File: config.mk
export PLATFORM = sky130hd
export DESIGN_NAME = bw_sync_sram
export DESIGN_NICKNAME = d
export VERILOG_FILES = /design/src/rtl/bsram_pkg.sv /design/src/rtl/bsram_burst_seq.sv /design/src/rtl/bsram_wr_decode.sv /design/src/rtl/bsram_array.sv /design/src/rtl/bw_sync_sram.sv
export SDC_FILE = /design/constraint.sdc
export NUM_CORES = 2
export LEC_CHECK = 0
export CAP_MARGIN = 20
export CORE_UTILIZATION = 63
export DETAILED_ROUTE_END_ITERATION = 10
export PLACE_DENSITY = 0.76
export SETUP_SLACK_MARGIN = 0.15
export SYNTH_ARGS = -nofsm -noshare
export SYNTH_HDL_FRONTEND = slang
export SYNTH_SLANG_ARGS = --single-unit
File: constraint.sdc
create_clock -name clk -period 4.21 [get_ports clk]
set_input_delay 0.842 -clock clk [delete_from_list [all_inputs] [get_ports clk]]
set_output_delay 0.842 -clock clk [all_outputs]
set_load 0.01 [all_outputs]
File: src/rtl/bsram_pkg.sv
package bsram_pkg;
    // Number of address bits that a burst walks through (four-word burst).
    localparam int BURST_W = 2;

    // Offset of burst step 'k' from start offset 'start' in XOR or linear order.
    function automatic logic [BURST_W-1:0] burst_off(
        input logic [BURST_W-1:0] start,
        input logic [BURST_W-1:0] k,
        input logic               xor_mode
    );
        logic [BURST_W-1:0] sum;
        sum = start + k;
        return xor_mode ? (start ^ k) : sum;
    endfunction
endpackage

File: src/rtl/bsram_burst_seq.sv
// Burst sequencer: decodes the two address strobes and chip selects, holds
// the base address and the burst step, and presents the address that the
// current edge accesses. Assumes AW is larger than the burst width.
module bsram_burst_seq
    import bsram_pkg::*;
#(
    parameter int AW = 8
) (
    input  logic          clk,
    input  logic          rst_n,
    input  logic [AW-1:0] addr,
    input  logic          adsp_n,
    input  logic          adsc_n,
    input  logic          adv_n,
    input  logic          cs0_n,
    input  logic          cs1,
    input  logic          cs2_n,
    input  logic          burst_xor,
    output logic          acc_valid,
    output logic [AW-1:0] acc_addr,
    output logic          adsp_ld
);
    logic               active;
    logic [AW-1:0]      base;
    logic [BURST_W-1:0] step_q;
    logic [BURST_W-1:0] step_now;
    logic               adsc_ld;
    logic               load;
    logic               sel;

    // Start decode: master select gates only the processor strobe.
    always_comb begin
        adsp_ld  = !adsp_n && !cs0_n;
        adsc_ld  = !adsc_n && !adsp_ld;
        load     = adsp_ld || adsc_ld;
        sel      = !cs0_n && cs1 && !cs2_n;
        step_now = (!adv_n) ? step_q + 1'b1 : step_q;
    end

    // Address used on this edge: external on a start, else the burst position.
    always_comb begin
        if (load) begin
            acc_addr  = addr;
            acc_valid = sel;
        end else begin
            acc_addr  = {base[AW-1:BURST_W],
                         burst_off(base[BURST_W-1:0], step_now, burst_xor)};
            acc_valid = active;
        end
    end

    // Burst state: a start loads or ends the burst, advance bumps the step.
    always_ff @(posedge clk) begin
        if (!rst_n) begin
            active <= 1'b0;
            base   <= '0;
            step_q <= '0;
        end else if (load) begin
            active <= sel;
            base   <= addr;
            step_q <= '0;
        end else if (active && !adv_n) begin
            step_q <= step_q + 1'b1;
        end
    end
endmodule

File: src/rtl/bsram_wr_decode.sv
// Write decode: turns the global write, byte-write gate and per-byte enables
// into one write strobe per byte. Assumes byte i is bit i of bw_n. Writes are
// masked on an edge that is not an access or that starts a processor burst.
module bsram_wr_decode #(
    parameter int NB = 2
) (
    input  logic          gw_n,
    input  logic          bwe_n,
    input  logic [NB-1:0] bw_n,
    input  logic          acc_valid,
    input  logic          adsp_ld,
    output logic [NB-1:0] we,
    output logic          is_wr
);
    for (genvar g = 0; g < NB; g++) begin : g_byte
        // One byte's strobe: global override, or gate plus own enable.
        always_comb begin
            we[g] = acc_valid && !adsp_ld && (!gw_n || (!bwe_n && !bw_n[g]));
        end
    end

    // Any byte written makes the whole cycle a write.
    always_comb begin
        is_wr = |we;
    end
endmodule

File: src/rtl/bsram_array.sv
// Storage and read path: one bank per byte, an access register, and an
// output register used only in pipelined mode. Assumes DEPTH is a power of
// two. The bus is driven only for a read, never right after a write.
module bsram_array #(
    parameter int NB    = 2,
    parameter int BW    = 8,
    parameter int DEPTH = 256,
    parameter int AW    = $clog2(DEPTH),
    parameter int DW    = NB * BW
) (
    input  logic          clk,
    input  logic          rst_n,
    input  logic [AW-1:0] acc_addr,
    input  logic [NB-1:0] we,
    input  logic          rd_now,
    input  logic          is_wr,
    input  logic [DW-1:0] d_in,
    input  logic          flow_n,
    input  logic          oe_n,
    output logic [DW-1:0] q_out,
    output logic          q_drive
);
    logic [AW-1:0] acc_q;
    logic          rd_q;
    logic          wr_q;
    logic [DW-1:0] rd_word;
    logic [DW-1:0] pipe_q;
    logic          pipe_rd;
    logic [DW-1:0] sel_data;
    logic          sel_valid;

    for (genvar g = 0; g < NB; g++) begin : g_bank
        logic [BW-1:0] bank [DEPTH];

        // Byte bank write on its own strobe.
        always_ff @(posedge clk) begin
            if (we[g]) begin
                bank[acc_addr] <= d_in[g*BW +: BW];
            end
        end

        assign rd_word[g*BW +: BW] = bank[acc_q];
    end

    // Access register: address and kind of the last edge's access.
    always_ff @(posedge clk) begin
        if (!rst_n) begin
            acc_q <= '0;
            rd_q  <= 1'b0;
            wr_q  <= 1'b0;
        end else begin
            acc_q <= acc_addr;
            rd_q  <= rd_now;
            wr_q  <= is_wr;
        end
    end

    // Output register stage for pipelined timing.
    always_ff @(posedge clk) begin
        if (!rst_n) begin
            pipe_q  <= '0;
            pipe_rd <= 1'b0;
        end else begin
            pipe_q  <= rd_word;
            pipe_rd <= rd_q;
        end
    end

    // Mode select and asynchronous output gating.
    always_comb begin
        sel_data  = flow_n ? pipe_q  : rd_word;
        sel_valid = flow_n ? pipe_rd : rd_q;
        q_drive   = !oe_n && sel_valid && !wr_q;
        q_out     = q_drive ? sel_data : '0;
    end
endmodule

File: src/rtl/bw_sync_sram.sv
// Top: byte-write synchronous SRAM with a four-word burst sequencer and a
// choice of pipelined or flow-through read timing. flow_n and burst_xor are
// expected to be static during a burst.
module bw_sync_sram #(
    parameter int NB    = 2,
    parameter int BW    = 8,
    parameter int DEPTH = 256,
    parameter int AW    = $clog2(DEPTH),
    parameter int DW    = NB * BW
) (
    input  logic          clk,
    input  logic          rst_n,
    input  logic [AW-1:0] addr,
    input  logic          adsp_n,
    input  logic          adsc_n,
    input  logic          adv_n,
    input  logic          cs0_n,
    input  logic          cs1,
    input  logic          cs2_n,
    input  logic          gw_n,
    input  logic          bwe_n,
    input  logic [NB-1:0] bw_n,
    input  logic          oe_n,
    input  logic          flow_n,
    input  logic          burst_xor,
    input  logic [DW-1:0] d_in,
    output logic [DW-1:0] q_out,
    output logic          q_drive
);
    logic          acc_valid;
    logic [AW-1:0] acc_addr;
    logic          adsp_ld;
    logic [NB-1:0] we;
    logic          is_wr;
    logic          rd_now;

    bsram_burst_seq #(.AW(AW)) u_seq (
        .clk       (clk),
        .rst_n     (rst_n),
        .addr      (addr),
        .adsp_n    (adsp_n),
        .adsc_n    (adsc_n),
        .adv_n     (adv_n),
        .cs0_n     (cs0_n),
        .cs1       (cs1),
        .cs2_n     (cs2_n),
        .burst_xor (burst_xor),
        .acc_valid (acc_valid),
        .acc_addr  (acc_addr),
        .adsp_ld   (adsp_ld)
    );

    bsram_wr_decode #(.NB(NB)) u_dec (
        .gw_n      (gw_n),
        .bwe_n     (bwe_n),
        .bw_n      (bw_n),
        .acc_valid (acc_valid),
        .adsp_ld   (adsp_ld),
        .we        (we),
        .is_wr     (is_wr)
    );

    // A selected access that writes nothing is a read.
    always_comb begin
        rd_now = acc_valid && !is_wr;
    end

    bsram_array #(.NB(NB), .BW(BW), .DEPTH(DEPTH), .AW(AW), .DW(DW)) u_mem (
        .clk      (clk),
        .rst_n    (rst_n),
        .acc_addr (acc_addr),
        .we       (we),
        .rd_now   (rd_now),
        .is_wr    (is_wr),
        .d_in     (d_in),
        .flow_n   (flow_n),
        .oe_n     (oe_n),
        .q_out    (q_out),
        .q_drive  (q_drive)
    );
endmodule

# Word level (Yosys, flattened, before mapping)
# Memory sizes are Yosys's and may differ from the RTL's. A register that Yosys moved wholly into a read port is not among the register bits.
# Cells that the tools add are included.
# W data, S select, Z words.
# word_totals
regBits	30
ramBits	4096
input_bits	39
output_inout_bits	17
wordCells	57
mem_count	2
# classes
addsub	2
mux	13
bitwise	2
n_reduce_logical	31
# mem_list
memory	depth	width	read_ports	rd_clocked_by_memory_dff	write_ports	line_no	rtl
u_mem.g_bank[0].bank	256	8	1	1	1	bsram_array.sv:33	logic [BW-1:0] bank [DEPTH];
u_mem.g_bank[1].bank	256	8	1	1	1	bsram_array.sv:33	
# ops
op	count
$mux W16	2
$mux W8	3
$logic_and A1 B1 Y1	13
$logic_not A1 Y1	13
$mux W1	6
$mux W2	2
$reduce_or A2 Y1	2
$logic_or A1 B1 Y1	3
$add A2 B1 Y2 const B	1
$add A2 B2 Y2	1
$xor A2 B2 Y2	1
$not A1 Y1	1

# Logic depth before layout (Yosys ltp)
# depth
word_depth	11
depth_mapped	14
mapped_depth_nobuf	8

# By module
# A second synthesis with hierarchy kept.
# unflattened
hier_cells	7626
area_unflattened_um2	160820.5
# by_module_without_submodules
module	instances	cells_each	area_each_um2	seq_area_each_um2
bsram_array	1	7565	160213.7	123538.5
bsram_burst_seq	1	53	548.0	220.2
bsram_wr_decode	1	7	45.0	0.0
bw_sync_sram	1	1	13.8	0.0

# Worst setup path before layout
# OpenSTA, ideal clock, no wires.
# synth_path
path_type	input -> output
startpoint	in flow_n
endpoint	out q_out[0]
t_arrival_ns	2.460
t_required_ns	3.368
slack_ns	0.908
cell_stages	6
path_buffers	2
cell_sequence	clkbuf_8 > mux2i_1 > nor3_2 > or2b_2 > dlygate4sd1_1 > o31ai_1
# synth_between
elab_chain_cells	4
elab_cells_between_ends	5
classes_between	3 x mux; 2 x reduce/logical
# synth_rtl
element	line_no	rtl
from (decl)	bw_sync_sram.sv:24	input logic flow_n,
$mux W1	bsram_array.sv:72	sel_valid = flow_n ? pipe_rd : rd_q;
$logic_and A1 B1 Y1 (2 in a row)	bsram_array.sv:73	q_drive = !oe_n && sel_valid && !wr_q;
$mux W16 (*)	bsram_array.sv:74	q_out = q_drive ? sel_data : '0;
to (decl)	bw_sync_sram.sv:27	output logic [DW-1:0] q_out,
# Every way passes the cells marked *; elsewhere a longest branch is shown, timed or not.

==> out/qor.log <==
[final_layout] finished layout cell area 192500 µm²
[clock_tree] clock network latency to the later pin of the worst-skew pair 1.01 ns
[sta] transition time at the pin with the least slew margin 1.149 ns
[run] count of maximum capacitance violations 0
[logic_synthesis] fraction of post-synthesis cell area in the top cell type by area 76.57%
[sta] Final Critical Period 5.327 ns
[drt] routed via count divided by cell count 7.150
[clock_tree] Max H-tree Level 5
[floorplan] IO Count 56
[place] global placer's final weighted congestion 0.9356
[logic_synthesis] cell types occupying the most area after synthesis edfxtp_1, mux4_2, mux2i_1, nor2_1, a22oi_1
[worst_hold_path] hold-critical path depth 1
[sta] Setup WS post-layout -1.117 ns
[logic_synthesis] Seq/Total Area, Yosys 77.04%
[logic_synthesis] nets in the synthesized netlist 7598
[status] status complete, but fails checks
[clock_tree] number of CTS-inserted buffers 409
[sta] final number of hold-violating endpoints 0
[drt] total via count after detailed routing 91.30k
[drt] antenna-violating nets left 0
[sta] worst max-slew margin expressed relative to the limit 23.11%
[clock_tree] clock root buffer clkbuf_16
[worst_hold_path] WHS Endpoint u_mem.g_bank[1].bank[16][5]
[clock_tree] number of hold buffers added after cts 0
[setup_path] end of the worst register-to-register path u_mem.g_bank[1].bank[214][6]
[logic_synthesis] post-synthesis cell area 160600 µm²
[worst_hold_path] class of the worst hold path input pin to flip-flop
[sta] Hold Slack 0.3724 ns
[drt] Avg WL per Cell 38.46 µm
[place] post-place instance area 175100 µm²
[logic_synthesis] number of register bits inferred by synthesis 4134
[sta] final worst clock skew 0.07930 ns
[setup_path] start-to-end type of the worst setup path flip-flop to primary output
[floorplan] Std-Cell Core Area 253700 µm²
[logic_synthesis] distinct cell type count after synthesis 78
[drt] router iterations before antenna repair 9
[drt] DRT Wirelength 491100 µm
[global_routing] maximum number of pins on one net before global-route repair 120
[setup_path] number of cells on the worst reg-to-reg path 11
[floorplan] initial standard-cell utilization of the core 63.32%
[global_routing] Total GRT Usage 37.85%
[floorplan] total die area 257000 µm²
[logic_synthesis] Post-synth EDFFs 4096
[place] Inst Count DP 11.82k
[setup_path] CP arrival 4.49 ns
[logic_synthesis] ys flop type edfxtp_1
[drt] Initial DRC Count 15.15k
[place] DP Worst Slack -1.073 ns
[power_and_ir_drop] total leakage power 62.59 nW
[setup_path] critical path startpoint category flip-flop
[final_layout] Post-Layout Cell Count 12.77k
[final_layout] layout-stage area growth over the synthesis result 19.83%
[floorplan] Cell Rows 185
[logic_synthesis] fraction of registers with async set/reset 0%
[setup_path] endpoint required time on the critical path 3.37 ns
[clock_tree] Bufs on Longest Clock Path 4
[floorplan] Die Ht 507.0 µm
[place] number of buffers added on ports 55
[clock_tree] clock transition at the register clock pins on the worst setup and hold paths after CTS 0.06 ns
[status] failing checks setup timing
[worst_hold_path] beginning of the worst hold path d_in[13]
[logic_synthesis] post-synthesis cell count 7558
[final_layout] Fill cells 12.54k
[clock_tree] TritonCTS clock tree yes
[sta] upper clock frequency limit 187.7 MHz
[power_and_ir_drop] maximum vdd ir drop 0.5157 mV
[global_routing] global-route wire length before repair 674100 µm
[power_and_ir_drop] power consumption 88.74 mW
[sta] setup violation total in the final timing report 16
[sta] part of the cycle the worst path needs 126.5%
[drt] Remaining DRCs 0
[setup_path] register-to-register path setup slack 0.81 ns
[power_and_ir_drop] areal power density over the cells 461.0 nW/µm²
[final_layout] core occupancy in the finished layout 75.87%
[setup_path] Worst setup EP type primary output
[sta] setup repair after global routing missed its margin true
[sta] fin. max-slew vios 0
[final_layout] Nets 9101
[floorplan] die span in x 507.0 µm
[global_routing] GR Overflow Total 0
[sta] Setup Total Neg Slack -14.57 ns
[place] placed wire-length estimate 291100 µm
[clock_tree] Sinks on Clock Net 4134
[setup_path] startpoint of the worst register-to-register path u_seq.step_q[0]
[global_routing] number of global-route vias before repair 91.14k
[global_routing] antenna violations before repair 19
[logic_synthesis] biggest area consumer among synthesized cells edfxtp_1
[logic_synthesis] syn avg cell area 21.25 µm²
[logic_synthesis] YS warnings 0
[setup_path] critical path fanouts, max 8
[final_layout] layout cells sized above 1 36.32%
-- worst max-delay path by stage --
stage                          from   endpoint  slack, ns  cells after the start
final                     flip-flop  q_out[12]      -1.12                     16
after CTS                 flip-flop  q_out[12]      -0.94                     16
after detailed placement  flip-flop  q_out[10]      -1.07                     12
after floorplan              flow_n   q_out[0]       0.91                      6
after global placement    flip-flop  q_out[10]      -1.13                     12
after global routing      flip-flop  q_out[12]      -1.05                     16
-- cells by family (layout without fill, tap and decap cells) --
family,count (synthesis),count (layout),synth area share [%]
DFF,4134,4134,77.04
xor gates and xnor gates,6,6,0.03271
other,0,19,0
adders and majority gates,1,1,0.007788
and+or+nand+nor,1053,1053,2.792
AOI/OAI and AO/OA,619,619,2.657
muxes,1275,1275,15.62
buffers and inverters,470,2296,1.847
-- synthesized netlist by cell type, types with 20 or more instances --
cell	number
mux4_1	37
mux2_2	41
nand2_1	188
buf_8	20
o22ai_1	60
buf_4	67
a21oi_1	124
a211oi_1	22
nand3_1	42
nor3_1	40
nor2_1	636
a221oi_1	28
buf_6	46
a22oi_1	162
buf_1	31
dfxtp_1	38
o31ai_1	21
clkbuf_1	171
o221ai_1	38
nor2b_1	25
edfxtp_1	4096
mux4_2	933
o21ai_0	67
and3_1	23
buf_2	108
mux2i_1	264
-- flip-flops by register name, summed over array words and instances, names as in the netlist, named ones only --
register	flops
u_mem.wr_q	1
u_mem.rd_q	1
u_seq.base	8
u_seq.active	1
u_mem.pipe_q	16
u_mem.pipe_rd	1
u_mem.g_bank.bank	4096
u_seq.step_q	2
-- report_power, final --
group | switching (mW) | total [mW] | internal (mW)
Clock | 15.6 | 36.5 | 20.9
Combinational | 4.09 | 7.00 | 2.91
Sequential | 0.0382 | 45.3 | 45.2
Total | 19.7 | 88.7 | 69.1
-- critical path: stages (launching register included) --
cell and delay [ns]:
dfxtp_4 0.35, buf_12 0.16, buf_12 0.13, buf_16 0.15, buf_16 0.17, buf_6 0.13, buf_12 0.13, mux4_2 0.36
mux2i_2 0.09, a221oi_1 0.36, o21ai_1 0.13, buf_4 0.16, a2bb2oi_2 0.13, buf_6 0.15, o31ai_4 0.53, buf_4 0.22
buf_6 0.09
-- repair_timing --
action                     CTS  global route
resized for setup          473            89
buffers inserted           135            46
setup endpoints to repair   16            16
cloned                      18             1
pin swaps                   97            62
-- cells in the final DEF, fill, tap and decap left out, drive strengths merged, types with 13 or more instances in the layout --
cell,instances
nand2,188
edfxtp,4096
clkbuf,508
o221ai,38
a221oi,28
a22oi,162
o22ai,60
clkinv,181
dfxtp,38
nor2b,25
mux4,970
a31oi,13
a21oi,124
nand3,42
a211oi,22
nand2b,16
inv,13
buf,1507
bufinv,47
o31ai,21
and3,23
nor3,41
mux2i,264
nand3b,14
o21ai,68
diode,19
mux2,41
nor2,636
and2,16
clkdlybuf4s50,23
-- per-layer routing --
| metal | share of wire, % | routed length (µm) | vias to the layer above | track usage, % |
|---|---|---|---|---|
| li1 | - | - | 34531 | - |
| met1 | 32 | 154800 | 46374 | 47.75 |
| met2 | 47 | 230500 | 8503 | 58.70 |
| met3 | 14 | 66870 | 1877 | 10.58 |
| met4 | 7.9 | 38680 | 14 | 23.83 |
| met5 | 0.047 | 229 | - | 0.3704 |
-- area by class of cell --
class | count | area (µm²) | share of cell area, %
antenna | 19 | 47.55 | 0.02470
multi-input combinational | 2954 | 35650 | 18.52
tap | 3366 | 4212 | 2.188
inverter | 7 | 41.29 | 0.02145
sequential | 4134 | 123800 | 64.31
clock buffer | 490 | 10680 | 5.550
clock inverter | 244 | 2432 | 1.264
timing repair buffer | 1555 | 15630 | 8.122
Power figures use the tool's default switching activity.
